[src/rtl/shf_pkg.sv]
package shf_pkg;

  localparam int OP_W = 3;

  typedef enum logic [OP_W-1:0] {
    SHF_SLL = 3'b000,
    SHF_SRL = 3'b001,
    SHF_SRA = 3'b010,
    SHF_ROL = 3'b011,
    SHF_ROR = 3'b100
  } shf_op_e;

  typedef struct packed {
    logic left;   // direction toward MSB
    logic rot;    // wrap shifted-out bits
    logic arith;  // replicate sign on right shift
    logic pass;   // return input untouched
  } shf_ctl_t;

endpackage

[src/rtl/shf_decode.sv]
module shf_decode
  import shf_pkg::*;
(
  input  logic [OP_W-1:0] op_i,
  output shf_ctl_t        ctl_o
);

  always_comb begin
    ctl_o = '{left: 1'b0, rot: 1'b0, arith: 1'b0, pass: 1'b0};
    case (op_i)
      SHF_SLL: ctl_o.left  = 1'b1;
      SHF_SRL: ;
      SHF_SRA: ctl_o.arith = 1'b1;
      SHF_ROL: begin
        ctl_o.left = 1'b1;
        ctl_o.rot  = 1'b1;
      end
      SHF_ROR: ctl_o.rot   = 1'b1;
      default: ctl_o.pass  = 1'b1;
    endcase
  end

endmodule

[src/rtl/shf_stage.sv]
module shf_stage
  import shf_pkg::*;
#(
  parameter int WIDTH = 32,
  parameter int DIST  = 1
) (
  input  logic [WIDTH-1:0] x_i,
  input  logic             en_i,
  input  logic             sign_i,
  input  shf_ctl_t         ctl_i,
  output logic [WIDTH-1:0] y_o
);

  logic [DIST-1:0]  lo_fill;
  logic [DIST-1:0]  hi_fill;
  logic [WIDTH-1:0] moved;

  // Bits entering at the LSB end on a left move
  assign lo_fill = ctl_i.rot ? x_i[WIDTH-1:WIDTH-DIST] : '0;

  // Bits entering at the MSB end on a right move
  always_comb begin
    if (ctl_i.rot)        hi_fill = x_i[DIST-1:0];
    else if (ctl_i.arith) hi_fill = {DIST{sign_i}};
    else                  hi_fill = '0;
  end

  assign moved = ctl_i.left ? {x_i[WIDTH-DIST-1:0], lo_fill}
                            : {hi_fill, x_i[WIDTH-1:DIST]};

  assign y_o = en_i ? moved : x_i;

endmodule

[src/rtl/shf_unit.sv]
module shf_unit
  import shf_pkg::*;
#(
  parameter int WIDTH = 32,
  localparam int AMT_W = $clog2(WIDTH)
) (
  input  logic [WIDTH-1:0] data_i,
  input  logic [AMT_W-1:0] shamt_i,
  input  logic [OP_W-1:0]  op_i,
  output logic [WIDTH-1:0] data_o
);

  shf_ctl_t         ctl;
  logic [WIDTH-1:0] chain [AMT_W+1];

  shf_decode u_dec (
    .op_i  (op_i),
    .ctl_o (ctl)
  );

  assign chain[0] = data_i;

  for (genvar k = 0; k < AMT_W; k++) begin : g_stage
    shf_stage #(
      .WIDTH (WIDTH),
      .DIST  (1 << k)
    ) u_stage (
      .x_i    (chain[k]),
      .en_i   (shamt_i[k]),
      .sign_i (data_i[WIDTH-1]),
      .ctl_i  (ctl),
      .y_o    (chain[k+1])
    );
  end

  assign data_o = ctl.pass ? data_i : chain[AMT_W];

endmodule

[config.mk]
export PLATFORM = sky130hd
export DESIGN_NAME = shf_unit
export DESIGN_NICKNAME = d
export VERILOG_FILES = /design/src/rtl/shf_pkg.sv /design/src/rtl/shf_decode.sv /design/src/rtl/shf_stage.sv /design/src/rtl/shf_unit.sv
export SDC_FILE = /design/constraint.sdc
export NUM_CORES = 1
export LEC_CHECK = 0
export BUFFER_PORTS_ARGS = -buffer_cell sky130_fd_sc_hd__buf_2
export CORE_MARGIN = 10
export CORE_UTILIZATION = 62
export DETAILED_ROUTE_END_ITERATION = 8
export PLACE_DENSITY = 0.9
export SLEW_MARGIN = 20
export SYNTH_ARGS = -nofsm -noshare
export SYNTH_HDL_FRONTEND = slang
export SYNTH_SLANG_ARGS = --single-unit
[constraint.sdc]
create_clock -name vclk -period 3
set_input_delay 0.45 -clock vclk [all_inputs]
set_output_delay 0.45 -clock vclk [all_outputs]
set_load 0.02 [all_outputs]
==> results of run 1 <==
per-stage QoR:
| step | cells | worst slack [ns] |
|---|---|---|
| after floorplan | 829 | 0.002304 |
| after global placement | 1121 | -0.2403 |
| after detailed placement | 1121 | -0.4859 |
synth_stat cells, drive strengths merged (13+ instances only):
cell and instances:
o211ai 24, clkbuf 39, a211oi 19, and3 13
a221oi 15, a21oi 72, o21ai 87, nand3 38
o221ai 13, a31oi 27, mux2i 13, nor2 80
a32oi 16, nand2 79, mux4 13, nor2b 17
buf 59, nor3 24
kinds of logic after synthesis:
kind of cell              Yosys count  share of synthesized area
and+or+nand+nor                   297                     0.2720
muxes                              32                    0.09152
AOI/OAI and AO/OA                 388                     0.5279
buffers and inverters             110                     0.1004
xor gates and xnor gates            2                   0.008173
==> summary.md, run 1 <==
| Metric | Value |
|---|---|
| Sequential area share after synthesis | `0` |
| # hold bufs at CTS | `0` |
| DIE WIDTH | `113.0 um` |
| Synth unique cells | `between 80 and 90` |
| Initial core utilization | `0.6457` |
| Top cell type's share of synthesized area | `0.06351` |
| Synth warnings | `0` |
| Ranking of synthesized cells by area | `a21oi_1 6.4%, o21ai_0 6.0%, nor2_1 5.5%` |
| Mapped cell area | `around 5400 um2` |
| I/O Pins | `72` |
| Mean Syn Cell Area | `about 6.5 um2` |
| Gate Count Post-Synth | `between 800 and 900` |
| Die H | `113.0 um` |
| First Err | `[ERROR DPL-0038] Utilization greater than 100%, impossible to legalize` |
| Syn_nets | `between 800 and 900` |
| Post-DP HPWL | `26.14 mm` |
| Exit stage | `clock tree synthesis` |
| Postcts setup bufs | `22` |
| GP Congestion | `1.366` |
| Status | `stopped before the end` |
| Post-cts sizing count | `216` |
| Num rows | `33` |
| Post-synth top area cell | `a21oi_1` |
| Area of placed instances | `between 7000 and 8000 um2` |
| Port-buffer cells | `72` |
==> run 2, diff against run 1 <==
--- a/config.mk
+++ b/config.mk
@@ -7,9 +7,9 @@
 export LEC_CHECK = 0
 export BUFFER_PORTS_ARGS = -buffer_cell sky130_fd_sc_hd__buf_2
 export CORE_MARGIN = 10
-export CORE_UTILIZATION = 62
+export CORE_UTILIZATION = 40
 export DETAILED_ROUTE_END_ITERATION = 8
-export PLACE_DENSITY = 0.9
+export PLACE_DENSITY_LB_ADDON = 0.15
 export SLEW_MARGIN = 20
 export SYNTH_ARGS = -nofsm -noshare
 export SYNTH_HDL_FRONTEND = slang
==> summary.md, run 2 <==
| Metric | Value |
|---|---|
| Gate Count Post-Synth | `829 (unchanged)` |
| Sequential cell count | `0` |
| Commonest cells after routing, fill and taps aside | `295 x buf_4, 71 x nor2_1, 70 x nand2_1` |
| Mapped cell area | `5359 um2 (unchanged)` |
| Top cell by count, worst path | `buf_4` |
| NumNets Final | `approximately 1,200` |
| Crit path capture | `data_o[29]` |
| Peak Freq | `approximately 290 MHz` |
| # hold bufs at CTS | `0 (unchanged)` |
| Max-cap violations | `0` |
| Post-route ant nets | `0` |
| DRT iter0 DRCs | `about 2,100` |
| Remaining DRCs | `0` |
| CP bufs+invs | `8` |
| CP Launch Point | `op_i[1]` |
| Hold_sp | `data_i[14]` |
| Synth unique cells | `86 (unchanged)` |
| Worst path cell trace | `buf_12 > xor2_4 > buf_6 > clkbuf_16 > nor2_4 > buf_12 > clkbuf_16 > buf_4 > a32o_1 > a311oi_2 > buf_4 > a21o_1 > nor3_2 > a2111oi_4 > buf_4` |
| DIE WIDTH | `135.7 um (+20%)` |
| Tmin final | `~3.4 ns` |
| Syn_nets | `869 (unchanged)` |
| Synth warnings | `0 (unchanged)` |
| Ranking of synthesized cells by area | `a21oi_1 6.4%, o21ai_0 6.0%, nor2_1 5.5%` |
| Crit path kind | `input port to output pin` |
| Die area | `~18,000 um2` |
| First-pass GRT wire length | `around 57 mm` |
| DR vias | `between 9,000 and 10,000` |
| Commonest non-fill, non-tap cell in the layout | `buf_4` |
| FILL cells | `962` |
| Most numerous cell in the Yosys netlist | `nor2_1` |
| P&R area growth vs syn | `82.63%` |
| Initial core utilization | `0.4063 (-0.2394)` |
| Via density | `approximately 7.6` |
| Fin crit share | `1.135` |
| Worst path depth | `15` |
| Place WS | `-0.5176 ns (-0.03174 ns)` |
| Num rows | `42 (+27%)` |
| Worst Path Required | `roughly 2.6 ns` |
| Post-synth top area cell | `a21oi_1` |
| Violated checks | `setup timing` |
| Sequential area share after synthesis | `0 (unchanged)` |
| Initial antenna violation count | `0` |
| Clock buffers | `0` |
| Port-buffer cells | `72 (unchanged)` |
| Fraction of layout cells with a size suffix above 1 | `0.5626` |
| Min-delay worst type | `input port to output pin` |
| Total power | `between 2000 and 2500 uW` |
| ANT cells | `0` |
| Pwr/cell area | `252.3 nW/um2` |
| Drt total wl | `a little over 40 mm` |
| Die H | `135.7 um (+20%)` |
| I/O Pins | `72 (unchanged)` |
| Final worst slack | `-0.4042 ns` |
| Mean Syn Cell Area | `6.464 um2 (unchanged)` |
| RSZ-0062 raised after global routing | `true` |
| Status | `finished, violations left` |
| Top cell type's share of synthesized area | `0.06351 (unchanged)` |
| Worst-Margin Slew | `slightly below 1 ns` |
| First-pass iteration count of the detailed router | `9` |
| Slew Viols, Final | `0` |
| Peak supply drop | `about 0.18 mV` |
| CP Launch Type | `input port` |
| CP max stage delay | `approximately 0.32 ns` |
| Final Hold Violating Endpoints | `0` |
| Relative slew slack | `0.3356` |
| Largest delay contributor family on the critical path | `buffers and inverters` |
| WP data arrival | `between 2 and 3 ns` |
| CORE AREA | `about 13,000 um2` |
| Commonest cells post-synth | `79 x nor2_1, 78 x nand2_1, 68 x a21oi_1, 64 x o21ai_0, 38 x clkbuf_1` |
| Remaining global-route overflow | `0` |
| Area of placed instances | `7905 um2 (+10%)` |
| Vias in the first global route | `roughly 9,000` |
| Crit-path slowest cell | `a2111oi_4` |
| Post-DP HPWL | `28.89 mm (+11%)` |
| Drt wl/cell | `between 30 and 40 um` |
| CP endpoint kind | `output pin` |
| Pin count of the biggest net entering global routing | `46` |
| GP Congestion | `1.117 (-18%)` |
| TNS Setup | `-8.394 ns` |
| Post-route cell area | `about 10000 um2` |
| Gr usage total | `0.3992` |
| Sequential cell area | `0 um2` |
| CP Max Fanout | `8` |
| Setup violators final | `32` |
| Leak | `around 0.004 uW` |
## run 2: metal layers
layer / global-route usage / up-vias / part of all wire
met5: 0 / - / 0
met4: 0.2614 / 0 / 0.099
met3: 0.1079 / 357 / 0.15
met2: 0.6118 / 1037 / 0.42
met1: 0.4799 / 4566 / 0.33
li1: - / 3916 / -
## run 2: through the flow
stage | instances | hold slack, ns | util
floorplan | 829 | 1.059 | -
global placement | 1265 | 1.328 | 0.5993
detailed placement | 1265 | 1.340 | 0.5993
CTS | 1291 | 1.345 | 0.6878
global route | 1303 | 1.406 | 0.7420
finish | 1303 | 1.370 | 0.7420
## run 2: worst min path at each step
stage | endpoint | depth (start not counted)
finish | data_o[14] | 4
floorplan | data_o[23] | 2
global route | data_o[14] | 4
global placement | data_o[14] | 4
detailed placement | data_o[14] | 4
CTS | data_o[14] | 4
## run 2: timing repair
action	in CTS	in global routing
gates cloned	3	4
setup buffers	28	11
hold endpoints to repair	0	0
setup endpoints to repair	32	32
pin swaps	52	54
resized for setup	207	123
## run 2: kinds of logic (layout without fill, tap and decap cells)
group	after synthesis	in the layout	synth area share
simple gates	297	297	0.2720
compound gates	388	388	0.5279
mux	32	32	0.09152
xor+xnor	2	2	0.008173
buf+inv	110	408	0.1004
## run 2: final cells by class
cell class	count	area (um2)	area share
Inverter	12	45.04	0.004602
Multi-Input combinational cell	719	6066	0.6198
Tap cell	176	220.2	0.02250
Timing Repair Buffer	396	3456	0.3531
## run 2: where the power goes
group	leakage (uW)	switching [uW]	internal, uW	total (uW)
registers	0	0	0	0
logic	0.00392	1390	1080	2470
clock network	0	0	0	0
total	0.00392	1390	1080	2470
Note: power is estimated with default switching activity, not from simulation.
==> run 3, diff against run 2 <==
--- a/config.mk
+++ b/config.mk
@@ -5,8 +5,7 @@
 export SDC_FILE = /design/constraint.sdc
 export NUM_CORES = 1
 export LEC_CHECK = 0
-export BUFFER_PORTS_ARGS = -buffer_cell sky130_fd_sc_hd__buf_2
-export CORE_MARGIN = 10
+export BUFFER_PORTS_ARGS = -buffer_cell sky130_fd_sc_hd__clkbuf_2
 export CORE_UTILIZATION = 40
 export DETAILED_ROUTE_END_ITERATION = 8
 export PLACE_DENSITY_LB_ADDON = 0.15
==> summary.md, run 3 (same netlist as run 2, synthesis figures left out) <==
| Metric | Value |
|---|---|
| Port-buffer cells | `72 (unchanged)` |
| Tmin final | `3.366 ns (-0.03795 ns)` |
| Initial core utilization | `0.4179 (+0.01157)` |
| Initial antenna violation count | `0 (unchanged)` |
| Commonest non-fill, non-tap cell in the layout | `buf_4` |
| CORE AREA | `12,820 um2 (-2.8%)` |
| Met1 global-route usage | `0.6177 (+0.1378)` |
| Clock share of power | `0 (unchanged)` |
| GP Congestion | `1.088 (-2.6%)` |
| Final Hold Violating Endpoints | `0 (unchanged)` |
| Slew Viols, Final | `0 (unchanged)` |
| Crit path kind | `input port to output pin` |
| Gr usage total | `0.5226 (+0.1233)` |
| RSZ-0062 raised after global routing | `true` |
| Pin count of the biggest net entering global routing | `46 (unchanged)` |
| Clock buffers | `0 (unchanged)` |
| Peak Freq | `297.1 MHz (+1.1%)` |
| Non-Filler Instances | `1,287 (-1.2%)` |
| Vias in the first global route | `9,115 (-1.6%)` |
| Peak supply drop | `0.2037 mV (+13%)` |
| Placed insts | `1,240 (-2.0%)` |
| Post-route cell area | `9368 um2 (-4.3%)` |
| Area of placed instances | `7605 um2 (-3.8%)` |
| P_int | `1011 uW (-6.0%)` |
| Die area | `13,860 um2 (-25%)` |
| DR vias | `9,825 (-0.52%)` |
| Sequential cell count | `0 (unchanged)` |
| Met3 Use GR | `0.1715 (+0.06357)` |
| Status | `finished, violations left` |
| Drt wl/cell | `31.23 um (-0.48%)` |
| Fin crit share | `1.122 (-0.01265)` |
| Hold_sp | `data_i[14]` |
| Place WS | `-0.5657 ns (-0.04814 ns)` |
| Leak | `0.003783 uW (-3.5%)` |
| Worst-Margin Slew | `0.7111 ns (-0.2818 ns)` |
| Relative slew slack | `0.5237 (+0.1881)` |
| Commonest cells after routing, fill and taps aside | `285 x buf_4, 71 x nor2_1, 67 x nand2_1` |
| DIE WIDTH | `117.7 um (-13%)` |
| NetSw | `1360 uW (-2.4%)` |
| Sequential cell area | `0 um2 (unchanged)` |
| Reg power frac | `0 (unchanged)` |
| Hold Path Depth | `4 (unchanged)` |
| First-pass iteration count of the detailed router | `8 (-1)` |
| Num rows | `41 (-2.4%)` |
| Via density | `7.634 (+0.72%)` |
| Final worst slack | `-0.3662 ns (+0.03795 ns)` |
| Power share of the combinational group | `1.000 (about the same)` |
| Remaining global-route overflow | `0 (unchanged)` |
| Pwr/cell area | `253.1 nW/um2 (+0.30%)` |
| I/O Pins | `72 (unchanged)` |
| Fraction of layout cells with a size suffix above 1 | `0.5381 (-0.02444)` |
| CP endpoint kind | `output pin` |
| Sw Ratio | `0.5734 (+0.009277)` |
| Setup violators final | `32 (unchanged)` |
| P&R area growth vs syn | `74.81%` |
| WP data arrival | `2.92 ns (-0.03 ns)` |
| Gr busiest metal | `met2` |
| Drt total wl | `40.20 mm (-1.7%)` |
| CP Launch Type | `input port` |
| Violated checks | `setup timing` |
| CP Max Fanout | `9 (+1)` |
| Min-delay worst type | `input port to output pin` |
| Total power | `2371 uW (-4.0%)` |
| Die H | `117.7 um (-13%)` |
| ANT cells | `0 (unchanged)` |
| Remaining DRCs | `0 (unchanged)` |
| Hold slack | `1.384 ns (+0.01416 ns)` |
| Post-DP HPWL | `27.65 mm (-4.3%)` |
| NumNets Final | `1,157 (-1.0%)` |
| Hold Crit Endpoint | `data_o[14]` |
| GR Util met2 | `0.7926 (+0.1809)` |
| Post-route ant nets | `0 (unchanged)` |
| Worst Path Required | `2.55 ns (about the same)` |
| First-pass GRT wire length | `55.87 mm (-2.2%)` |
| Max-cap violations | `0 (unchanged)` |
| DRT iter0 DRCs | `1,673 (-22%)` |
[run 3: routing by layer]
layer / wire length, um / up-vias
met2: 16290 / 1070
li1: - / 3883
met3: 6150 / 396
met4: 4429 / 0
met5: 0 / -
met1: 13320 / 4476
[run 3: timing repair]
action	CTS	global route
endpoints found under the setup margin	32	32
endpoints found under the hold margin	0	0
pin swaps	52	53
cloned	2	1
setup buffers	31	16
resized for setup	178	170
hold buffers	0	0
[run 3: stage by stage]
stage / util / TNS (ns)
after detailed placement: 0.5930 / -12.87
after CTS: 0.6726 / -6.197
final: 0.7304 / -8.258
after global placement: 0.5930 / -11.59
after global routing: 0.7304 / -9.891
after floorplan: - / 0
[run 3: worst max-delay path by stage]
stage          slack, ns  depth (start not counted)  startpoint    endpoint
2_1_floorplan      0.002                         11     op_i[1]  data_o[16]
3_3_place_gp       -0.58                         15     op_i[0]  data_o[11]
3_5_place_dp       -0.57                         15     op_i[0]  data_o[11]
4_1_cts            -0.25                         14     op_i[1]  data_o[30]
5_1_grt            -0.45                         13     op_i[1]  data_o[12]
6_report           -0.37                         14     op_i[1]  data_o[29]
[run 3: power by group through the flow]
| stage | Combinational, uW | Clock (uW) | Sequential (uW) |
|---|---|---|---|
| floorplan | 959 | 0 | 0 |
| global placement | 1760 | 0 | 0 |
| detailed placement | 1770 | 0 | 0 |
| CTS | 2030 | 0 | 0 |
| global route | 2420 | 0 | 0 |
| finish | 2370 | 0 | 0 |
[run 3: cell type report]
| cell class | count | area (um2) |
|---|---|---|
| Multi-Input combinational cell | 719 | 5918 |
| Inverter | 12 | 45.04 |
| Tap cell | 172 | 215.2 |
| Timing Repair Buffer | 384 | 3189 |
| Fill cell | 987 | 3457 |
[run 3: critical path, stage by stage]
cell,delay (ns)
clkbuf_16,0.14
xnor2_4,0.17
buf_12,0.17
clkbuf_16,0.16
buf_4,0.11
a21oi_1,0.08
a221o_1,0.39
a21oi_2,0.15
buf_4,0.14
o32ai_2,0.10
a211oi_2,0.33
a21oi_2,0.11
a2111oi_4,0.20
buf_4,0.20
